`src/rtl/pwm_timer_pkg.sv`:
```
package pwm_timer_pkg;
  localparam int PSW = 3;

  typedef enum logic [1:0] {
    CLK_OFF = 2'd0,
    CLK_SYS = 2'd1,
    CLK_FIX = 2'd2,
    CLK_EXT = 2'd3
  } clk_sel_e;

  localparam logic [7:0] A_CTRL  = 8'h00;
  localparam logic [7:0] A_CNT   = 8'h04;
  localparam logic [7:0] A_MOD   = 8'h08;
  localparam logic [7:0] A_CNTIN = 8'h4C;
  localparam logic [7:0] A_OINIT = 8'h5C;
  localparam logic [7:0] A_OMASK = 8'h60;
  localparam logic [7:0] A_POL   = 8'h70;

  function automatic logic [7:0] ch_ctl_addr(int unsigned ch);
    return 8'(12 + 8 * ch);
  endfunction

  function automatic logic [7:0] ch_cv_addr(int unsigned ch);
    return 8'(16 + 8 * ch);
  endfunction
endpackage

```
`src/rtl/pwm_prescaler.sv`:
```
module pwm_prescaler
  import pwm_timer_pkg::*;
(
  input  logic           clk_i,
  input  logic           rst_ni,
  input  logic           clr_i,
  input  logic [1:0]     sel_i,
  input  logic [PSW-1:0] ps_i,
  input  logic           fix_en_i,
  input  logic           ext_en_i,
  output logic           tick_o
);
  localparam int DW = (1 << PSW) - 1;

  logic          src_en;
  logic [DW-1:0] div_q;
  logic [DW-1:0] ph_mask;

  always_comb begin
    case (sel_i)
      CLK_SYS: src_en = 1'b1;
      CLK_FIX: src_en = fix_en_i;
      CLK_EXT: src_en = ext_en_i;
      default: src_en = 1'b0;
    endcase
  end

  assign ph_mask = ~({DW{1'b1}} << ps_i);
  assign tick_o  = src_en && ((div_q & ph_mask) == ph_mask);

  always_ff @(posedge clk_i or negedge rst_ni) begin
    if (!rst_ni)                     div_q <= '0;
    else if (clr_i || sel_i == CLK_OFF) div_q <= '0;
    else if (src_en)                 div_q <= div_q + 1'b1;
  end
endmodule

```
`src/rtl/pwm_counter.sv`:
```
module pwm_counter #(
  parameter int CW = 16
) (
  input  logic          clk_i,
  input  logic          rst_ni,
  input  logic          tick_i,
  input  logic          run_i,
  input  logic          load_i,
  input  logic [CW-1:0] cntin_i,
  input  logic [CW-1:0] mod_i,
  output logic [CW-1:0] cnt_o,
  output logic [CW-1:0] mod_act_o,
  output logic          wrap_o,
  output logic          upd_o
);
  logic [CW-1:0] cnt_q;
  logic [CW-1:0] mod_act_q;

  assign wrap_o    = tick_i && (cnt_q >= mod_act_q);
  assign upd_o     = !run_i || wrap_o;
  assign cnt_o     = cnt_q;
  assign mod_act_o = mod_act_q;

  always_ff @(posedge clk_i or negedge rst_ni) begin
    if (!rst_ni)     cnt_q <= '0;
    else if (load_i) cnt_q <= cntin_i;
    else if (wrap_o) cnt_q <= cntin_i;
    else if (tick_i) cnt_q <= cnt_q + 1'b1;
  end

  // shadow copy: follows register when halted, latches at wrap when running
  always_ff @(posedge clk_i or negedge rst_ni) begin
    if (!rst_ni)    mod_act_q <= '0;
    else if (upd_o) mod_act_q <= mod_i;
  end
endmodule

```
`src/rtl/pwm_channel.sv`:
```
module pwm_channel #(
  parameter int CW = 16
) (
  input  logic          clk_i,
  input  logic          rst_ni,
  input  logic          upd_i,
  input  logic [CW-1:0] cv_i,
  input  logic [CW-1:0] cnt_i,
  input  logic          pwm_en_i,
  input  logic          init_i,
  input  logic          pol_i,
  input  logic          mask_i,
  output logic          out_o
);
  logic [CW-1:0] cv_act_q;
  logic          raw;

  always_ff @(posedge clk_i or negedge rst_ni) begin
    if (!rst_ni)    cv_act_q <= '0;
    else if (upd_i) cv_act_q <= cv_i;
  end

  assign raw   = pwm_en_i ? (cnt_i < cv_act_q) : init_i;
  assign out_o = mask_i ? pol_i : (raw ^ pol_i);
endmodule

```
`src/rtl/pwm_timer.sv`:
```
module pwm_timer
  import pwm_timer_pkg::*;
#(
  parameter int NCH = 8,
  parameter int CW  = 16
) (
  input  logic           clk_i,
  input  logic           rst_ni,
  input  logic           we_i,
  input  logic [7:0]     addr_i,
  input  logic [31:0]    wdata_i,
  output logic [31:0]    rdata_o,
  input  logic           fix_en_i,
  input  logic           ext_en_i,
  output logic [NCH-1:0] pwm_o
);
  logic [1:0]              sel_q;
  logic [PSW-1:0]          ps_q;
  logic [CW-1:0]           mod_q;
  logic [CW-1:0]           cntin_q;
  logic [NCH-1:0]          oinit_q;
  logic [NCH-1:0]          omask_q;
  logic [NCH-1:0]          pol_q;
  logic [NCH-1:0][5:0]     csc_q;
  logic [NCH-1:0][CW-1:0]  cv_q;

  logic          cnt_wr;
  logic          tick_w;
  logic          wrap_w;
  logic          upd_w;
  logic          run_w;
  logic [CW-1:0] cnt_w;
  logic [CW-1:0] mod_act_w;
  logic          unused_wdata;

  assign unused_wdata = ^wdata_i;
  assign cnt_wr = we_i && (addr_i == A_CNT);
  assign run_w  = (sel_q != CLK_OFF);

  always_ff @(posedge clk_i or negedge rst_ni) begin
    if (!rst_ni) begin
      sel_q   <= '0;
      ps_q    <= '0;
      mod_q   <= '0;
      cntin_q <= '0;
      oinit_q <= '0;
      omask_q <= '1;
      pol_q   <= '0;
      csc_q   <= '0;
      cv_q    <= '0;
    end else if (we_i) begin
      if (addr_i == A_CTRL) begin
        sel_q <= wdata_i[4:3];
        ps_q  <= wdata_i[PSW-1:0];
      end
      if (addr_i == A_MOD)   mod_q   <= wdata_i[CW-1:0];
      if (addr_i == A_CNTIN) cntin_q <= wdata_i[CW-1:0];
      if (addr_i == A_OINIT) oinit_q <= wdata_i[NCH-1:0];
      if (addr_i == A_OMASK) omask_q <= wdata_i[NCH-1:0];
      if (addr_i == A_POL)   pol_q   <= wdata_i[NCH-1:0];
      for (int i = 0; i < NCH; i++) begin
        if (addr_i == ch_ctl_addr(i)) csc_q[i] <= wdata_i[5:0];
        if (addr_i == ch_cv_addr(i))  cv_q[i]  <= wdata_i[CW-1:0];
      end
    end
  end

  always_comb begin
    rdata_o = '0;
    case (addr_i)
      A_CTRL:  rdata_o = 32'({sel_q, ps_q});
      A_CNT:   rdata_o = 32'(cnt_w);
      A_MOD:   rdata_o = 32'(mod_q);
      A_CNTIN: rdata_o = 32'(cntin_q);
      A_OINIT: rdata_o = 32'(oinit_q);
      A_OMASK: rdata_o = 32'(omask_q);
      A_POL:   rdata_o = 32'(pol_q);
      default: ;
    endcase
    for (int i = 0; i < NCH; i++) begin
      if (addr_i == ch_ctl_addr(i)) rdata_o = 32'(csc_q[i]);
      if (addr_i == ch_cv_addr(i))  rdata_o = 32'(cv_q[i]);
    end
  end

  pwm_prescaler u_pre (
    .clk_i    (clk_i),
    .rst_ni   (rst_ni),
    .clr_i    (cnt_wr),
    .sel_i    (sel_q),
    .ps_i     (ps_q),
    .fix_en_i (fix_en_i),
    .ext_en_i (ext_en_i),
    .tick_o   (tick_w)
  );

  pwm_counter #(.CW(CW)) u_cnt (
    .clk_i     (clk_i),
    .rst_ni    (rst_ni),
    .tick_i    (tick_w),
    .run_i     (run_w),
    .load_i    (cnt_wr),
    .cntin_i   (cntin_q),
    .mod_i     (mod_q),
    .cnt_o     (cnt_w),
    .mod_act_o (mod_act_w),
    .wrap_o    (wrap_w),
    .upd_o     (upd_w)
  );

  for (genvar g = 0; g < NCH; g++) begin : g_ch
    pwm_channel #(.CW(CW)) u_ch (
      .clk_i    (clk_i),
      .rst_ni   (rst_ni),
      .upd_i    (upd_w),
      .cv_i     (cv_q[g]),
      .cnt_i    (cnt_w),
      .pwm_en_i (csc_q[g][5] & csc_q[g][3]),
      .init_i   (oinit_q[g]),
      .pol_i    (pol_q[g]),
      .mask_i   (omask_q[g]),
      .out_o    (pwm_o[g])
    );
  end
endmodule

```
`config.mk`:
```
export PLATFORM = sky130hd
export DESIGN_NAME = pwm_timer
export DESIGN_NICKNAME = d
export VERILOG_FILES = /design/src/rtl/pwm_timer_pkg.sv /design/src/rtl/pwm_prescaler.sv /design/src/rtl/pwm_counter.sv /design/src/rtl/pwm_channel.sv /design/src/rtl/pwm_timer.sv
export SDC_FILE = /design/constraint.sdc
export NUM_CORES = 1
export LEC_CHECK = 0
export ABC_CLOCK_PERIOD_IN_PS = 4000
export BUFFER_PORTS_ARGS = -buffer_cell sky130_fd_sc_hd__buf_4
export CAP_MARGIN = 30
export CORE_MARGIN = 2
export CORE_UTILIZATION = 50
export CTS_CLUSTER_SIZE = 20
export DETAILED_ROUTE_END_ITERATION = 10
export GPL_TIMING_DRIVEN = 0
export PLACE_DENSITY = 0.72
export SETUP_SLACK_MARGIN = 0.1
export SYNTH_ARGS = -nofsm -noshare
export SYNTH_HDL_FRONTEND = slang
export SYNTH_HIERARCHICAL = 1
export SYNTH_SLANG_ARGS = --single-unit
```
`constraint.sdc`:
```
create_clock -name clk_i -period 4 [get_ports clk_i]
set_clock_uncertainty 0.2 [all_clocks]
set_input_delay 0.2 -clock clk_i [delete_from_list [all_inputs] [get_ports clk_i]]
set_output_delay 0.2 -clock clk_i [all_outputs]
set_load 0.01 [all_outputs]
```
======== Word level (Yosys, flattened, before mapping) ========
Index checks and enable logic that the tools add are counted.
storage, ports and cells
  bits in registers ....................... 404
  bits of input ports ..................... 45
  output and inout bits ................... 40
  word-level logic and storage cells ...... 162
cells by class
  add/subtract/negate cells ............... 2
  order comparisons ....................... 9
  eq/ne operators ......................... 26
  shifts and indexed selects .............. 1
  mux-type cells .......................... 39
  bitwise operators ....................... 18
  reductions and logical operators ........ 33
operators by type and width
  cell                                                 count
  2-to-1 mux 32 bit                                    16
  < comparator 16 bit                                  8
  one-hot mux 16 bit (7 select lines)                  1
  equality test 8 x 6 -> 1 bit, second input constant  8
  equality test 8 x 7 -> 1 bit, second input constant  7
  2-to-1 mux 16 bit                                    3
  AND reduction 2 bit                                  22
  equality test 8 x 5 -> 1 bit, second input constant  4
  adder 16 x 1 -> 16 bit, second input constant        1
  equality test 8 x 4 -> 1 bit, second input constant  2
  >= comparator 16 bit                                 1
  2-to-1 mux 1 bit                                     16
  2-to-1 mux 7 bit                                     2
  bitwise AND 1 bit                                    8
  equality test 8 x 3 -> 1 bit, second input constant  1
  logical NOT 8 bit                                    1
  bitwise XOR 1 bit                                    8
  adder 7 x 1 -> 7 bit, second input constant          1
  bitwise AND 7 bit                                    1
  equality test 7 bit                                  1
  inverter 7 bit                                       1
  left shift 7 x 3 -> 7 bit, first input constant      1
  equality test 2 bit, second input constant           2
  nonzero test 2 bit                                   2
  other kinds (7)                                      10

======== Longest topological paths before layout ========
  word-level depth ........................ 18
  gate-level depth with buffers ........... 11
  gate-level depth less buffers ........... 10

======== Hierarchy ========
Netlist, hierarchy kept.
by module, submodules not included
  module         instances  cells each  area an instance (um^2)  seq. area each (um^2)
  pwm_timer      1          960         12107.9                  5940.7
  pwm_channel    8          108         973.4                    400.4
  pwm_counter    1          216         2115.8                   800.8
  pwm_prescaler  1          48          462.9                    175.2

======== Worst setup path after synthesis ========
No wires, ideal clock.
  kind .................................... register to register
  start point ............................. register u_cnt.cnt_q[13] (netlist: u_cnt/cnt_o[13])
  end point ............................... register g_ch[0].u_ch.cv_act_q[10]
  setup time .............................. 0.130 ns
  data arrival time ....................... 2.554 ns
  required time ........................... 3.670 ns
  setup slack ............................. 1.116 ns
  cell stages (with the launch flop) ...... 9
  buffers on the path ..................... 2
  period minus slack after synthesis ...... 2.884 ns
  cell sequence ........................... dfrtp_1 -> ha_1 -> nand4_1 -> a2111o_1 -> o21a_2 -> o21ai_4 -> buf_6 -> buf_1 -> o21ai_1
between the ends
  cells in the longest elaborated chain, start to end .. 3
ends and longest elaborated chain
  item                      line               RTL
  start: declaration        pwm_counter.sv:16  logic [CW-1:0] cnt_q;
  start signal: assignment  pwm_counter.sv:26  else if (load_i) cnt_q <= cntin_i;
  start signal: assignment  pwm_counter.sv:27  else if (wrap_o) cnt_q <= cntin_i;
  start signal: assignment  pwm_counter.sv:28  else if (tick_i) cnt_q <= cnt_q + 1'b1;
  >= comparator 16 bit      pwm_counter.sv:19  assign wrap_o = tick_i && (cnt_q >= mod_act_q);
  logical AND 1 bit         pwm_counter.sv:19
  logical OR 1 bit          pwm_counter.sv:20  assign upd_o = !run_i || wrap_o;
  named net upd_w           pwm_timer.sv:30    logic upd_w;
  end signal: assignment    pwm_channel.sv:20  else if (upd_i) cv_act_q <= cv_i;
  end: declaration          pwm_channel.sv:15  logic [CW-1:0] cv_act_q;
The timed path passes the listed nets, and every way through them passes these cells.
A chain may end at the register's enable or synchronous reset.

======== Final worst setup path ========
  start point ............................. input addr_i[0]
  end point ............................... output rdata_o[3]
between the ends
  cells in the longest elaborated chain, start to end .. 18
  elaborated cells on any way between the ends .. 40
  those cells by class .................... eq/ne (22); mux (17); reduce/logical (1)
ends and longest elaborated chain
  item                                                  line             RTL
  start: declaration                                    pwm_timer.sv:10  input logic [7:0] addr_i,
  equality test 8 x 7 -> 1 bit (tied with other cells)  pwm_timer.sv:70  case (addr_i)
  one-hot mux 16 bit (7 select lines)                   pwm_timer.sv:70
  2-to-1 mux 32 bit                                     pwm_timer.sv:81  if (addr_i == ch_ctl_addr(i)) rdata_o = 32'(csc_q[i]);
  2-to-1 mux 32 bit                                     pwm_timer.sv:82  if (addr_i == ch_cv_addr(i)) rdata_o = 32'(cv_q[i]);
  2-to-1 mux 32 bit                                     pwm_timer.sv:81
  2-to-1 mux 32 bit                                     pwm_timer.sv:82
  2-to-1 mux 32 bit                                     pwm_timer.sv:81
  2-to-1 mux 32 bit                                     pwm_timer.sv:82
  (+2 left out)                                         n/a
  2-to-1 mux 32 bit                                     pwm_timer.sv:81
  2-to-1 mux 32 bit                                     pwm_timer.sv:82
  2-to-1 mux 32 bit                                     pwm_timer.sv:81
  2-to-1 mux 32 bit                                     pwm_timer.sv:82
  2-to-1 mux 32 bit                                     pwm_timer.sv:81
  2-to-1 mux 32 bit                                     pwm_timer.sv:82
  2-to-1 mux 32 bit                                     pwm_timer.sv:81
  2-to-1 mux 32 bit (*)                                 pwm_timer.sv:82
  end: declaration                                      pwm_timer.sv:12  output logic [31:0] rdata_o,
Every way passes the cells marked *; elsewhere a longest branch is shown, timed or not.

==> run metrics <==
Routed Antenna Nets 0; vias in the first global route 18200; Die H 216 µm; Final Hold Vio Count 0; critical path class input pin to output pin; most frequent cells in the layout dfrtp_1, mux2_2, nand2_1; Max Freq 255 MHz; commonest non-fill, non-tap cell in the layout dfrtp_1; worst min-delay path class input pin to flip-flop; Gate Count Post-Synth 2087; share of cells above drive strength 1 24.8%; CTS Buffer Depth 3; DRC violations left 0; via count 18300; run status completed; Least-Margin Pin Slew 1.08 ns; vias per cell 6.45; Pwr Density 448 mW/mm²; first-pass GRT wire length 119 mm; Rel. slew slack 27.2%; full die area 0.0467 mm²; startpoint type of the worst setup path input pin; Detailed Route WL 80.5 mm; Final Max Slew Viols 0; final setup vio count 0; initial antenna violation count 2; fin worst setup slack 0.0785 ns; Wirelength per Cell 28.3 µm; Ports 85; final cell count without fillers 2845; element type at the critical path end output pin; Clock Tree Root clkbuf_16; Post-Place Cell Area 0.0238 mm²; syn avg cell area 10.8 µm²; Area Overhead vs Synth 14.0%; postcts setup bufs 0; total power 0.0115 W; insertion delay to the later sink of the worst-skew pair 0.60 ns; # clock sinks 404; Max VDD drop 0.322 mV; Overflow after GRT 0; sequential cell area 0.0101 mm²; LEAKAGE 11.6 nW; # diodes 0; initial core utilization 50.7%; largest net degree at the start of global routing 116; H-tree depth 2; Crit Path Max Fanout 10; num rows 77; CTS tree yes; RSZ-0062 raised after global routing true; Total GRT Usage 34.6%; Place WS -0.175 ns; DR pass1 iterations 7; # nets final 2401; clock slew at reported path FFs 0.06 ns; Filler cells 3783; GPL Wtd Cong 1.02; critical path arrival 3.52 ns; Period minus WS final 3.92 ns; Die Width 216 µm; warnings from Yosys 6; HPWL Detailed 58.9 mm; port bufs 41; synthesized cell area 0.0225 mm²; Core Area 0.0443 mm²; final period utilization 98.0%; multi-input logic area 0.0111 mm²; Num CTS Buffers 46; Req. time, crit path 3.60 ns; post-layout instance area 0.0256 mm²; placed cell count 2746; Max Cap Viol 0; Iteration-0 DRC Markers 2222
==> final timing paths <==
check / from / endpoint / slack [ns] / depth (start not counted)
min: addr_i[2] / cv_q[81] / 0.05 / 4
min reg2reg: csc_q[38] / csc_q[38] / 0.30 / 1
max: addr_i[0] / rdata_o[3] / 0.08 / 10
max in group asynchronous: rst_ni / g_ch[1].u_ch/cv_act_q[2] / 1.70 / 5
max reg2reg: u_cnt/cnt_o[11] / g_ch[2].u_ch/cv_act_q[2] / 0.16 / 8
min in group asynchronous: rst_ni / u_cnt/cnt_o[12] / 0.47 / 3
==> per-stage QoR <==
stage	hold WS (ns)	TNS, ns	util, %
floorplan	-0.296	0	-
global placement	0.246	-651.46	53.2
detailed placement	0.00444	-9.94	53.8
CTS	0.0215	0	57.7
global route	0.0672	0	57.8
finish	0.0538	0	57.8
==> layout make-up <==
cell class | count | share of cell area, %
multi-input combinational | 1422 | 43.5
sequential | 404 | 39.5
clock buffer | 65 | 5.08
tap | 592 | 2.89
buffer | 123 | 2.85
timing repair buffer | 68 | 2.84
inverter | 153 | 2.24
clock inverter | 18 | 1.05
==> registers in the layout, indices dropped and copies added (netlist names), 16 cells and up <==
signal and flops:
cv_q 128, cntin_q 16, csc_q 48, u_cnt/cnt_o 16, mod_q 16, u_cnt/mod_act_o 16
g_ch.u_ch/cv_act_q 128
==> critical path, cell delays in order <==
cell	delay (ns)
dlygate4sd3_1	0.53
buf_4	0.15
buf_4	0.18
nor4_4	0.82
nand3_2	0.34
o2bb2ai_1	0.24
a211o_1	0.20
a222oi_1	0.13
a211oi_1	0.50
buf_4	0.22
==> layer usage <==
layer	part of all wire (%)	track usage, %	vias to the layer above
li1	-	-	7767
met1	40	46.7	9265
met2	44	52.0	1048
met4	5.5	16.2	0
met3	10	9.13	266
met5	0	0	-
==> what timing repair did <==
action | in CTS | in global routing
pin swaps | 0 | 1
gates resized for setup | 13 | 28
gates cloned | 0 | 0
hold endpoints to repair | 317 | 0
endpoints found under the setup margin | 137 | 139
hold buffers | 16 | 0
==> report_power, final <==
| group | total, W | internal, W | switching, W |
|---|---|---|---|
| clock network | 0.00443 | 0.00266 | 0.00177 |
| registers | 0.00483 | 0.00433 | 0.000503 |
| logic | 0.00222 | 0.000914 | 0.00131 |
Note: power is estimated with default switching activity, not from simulation.
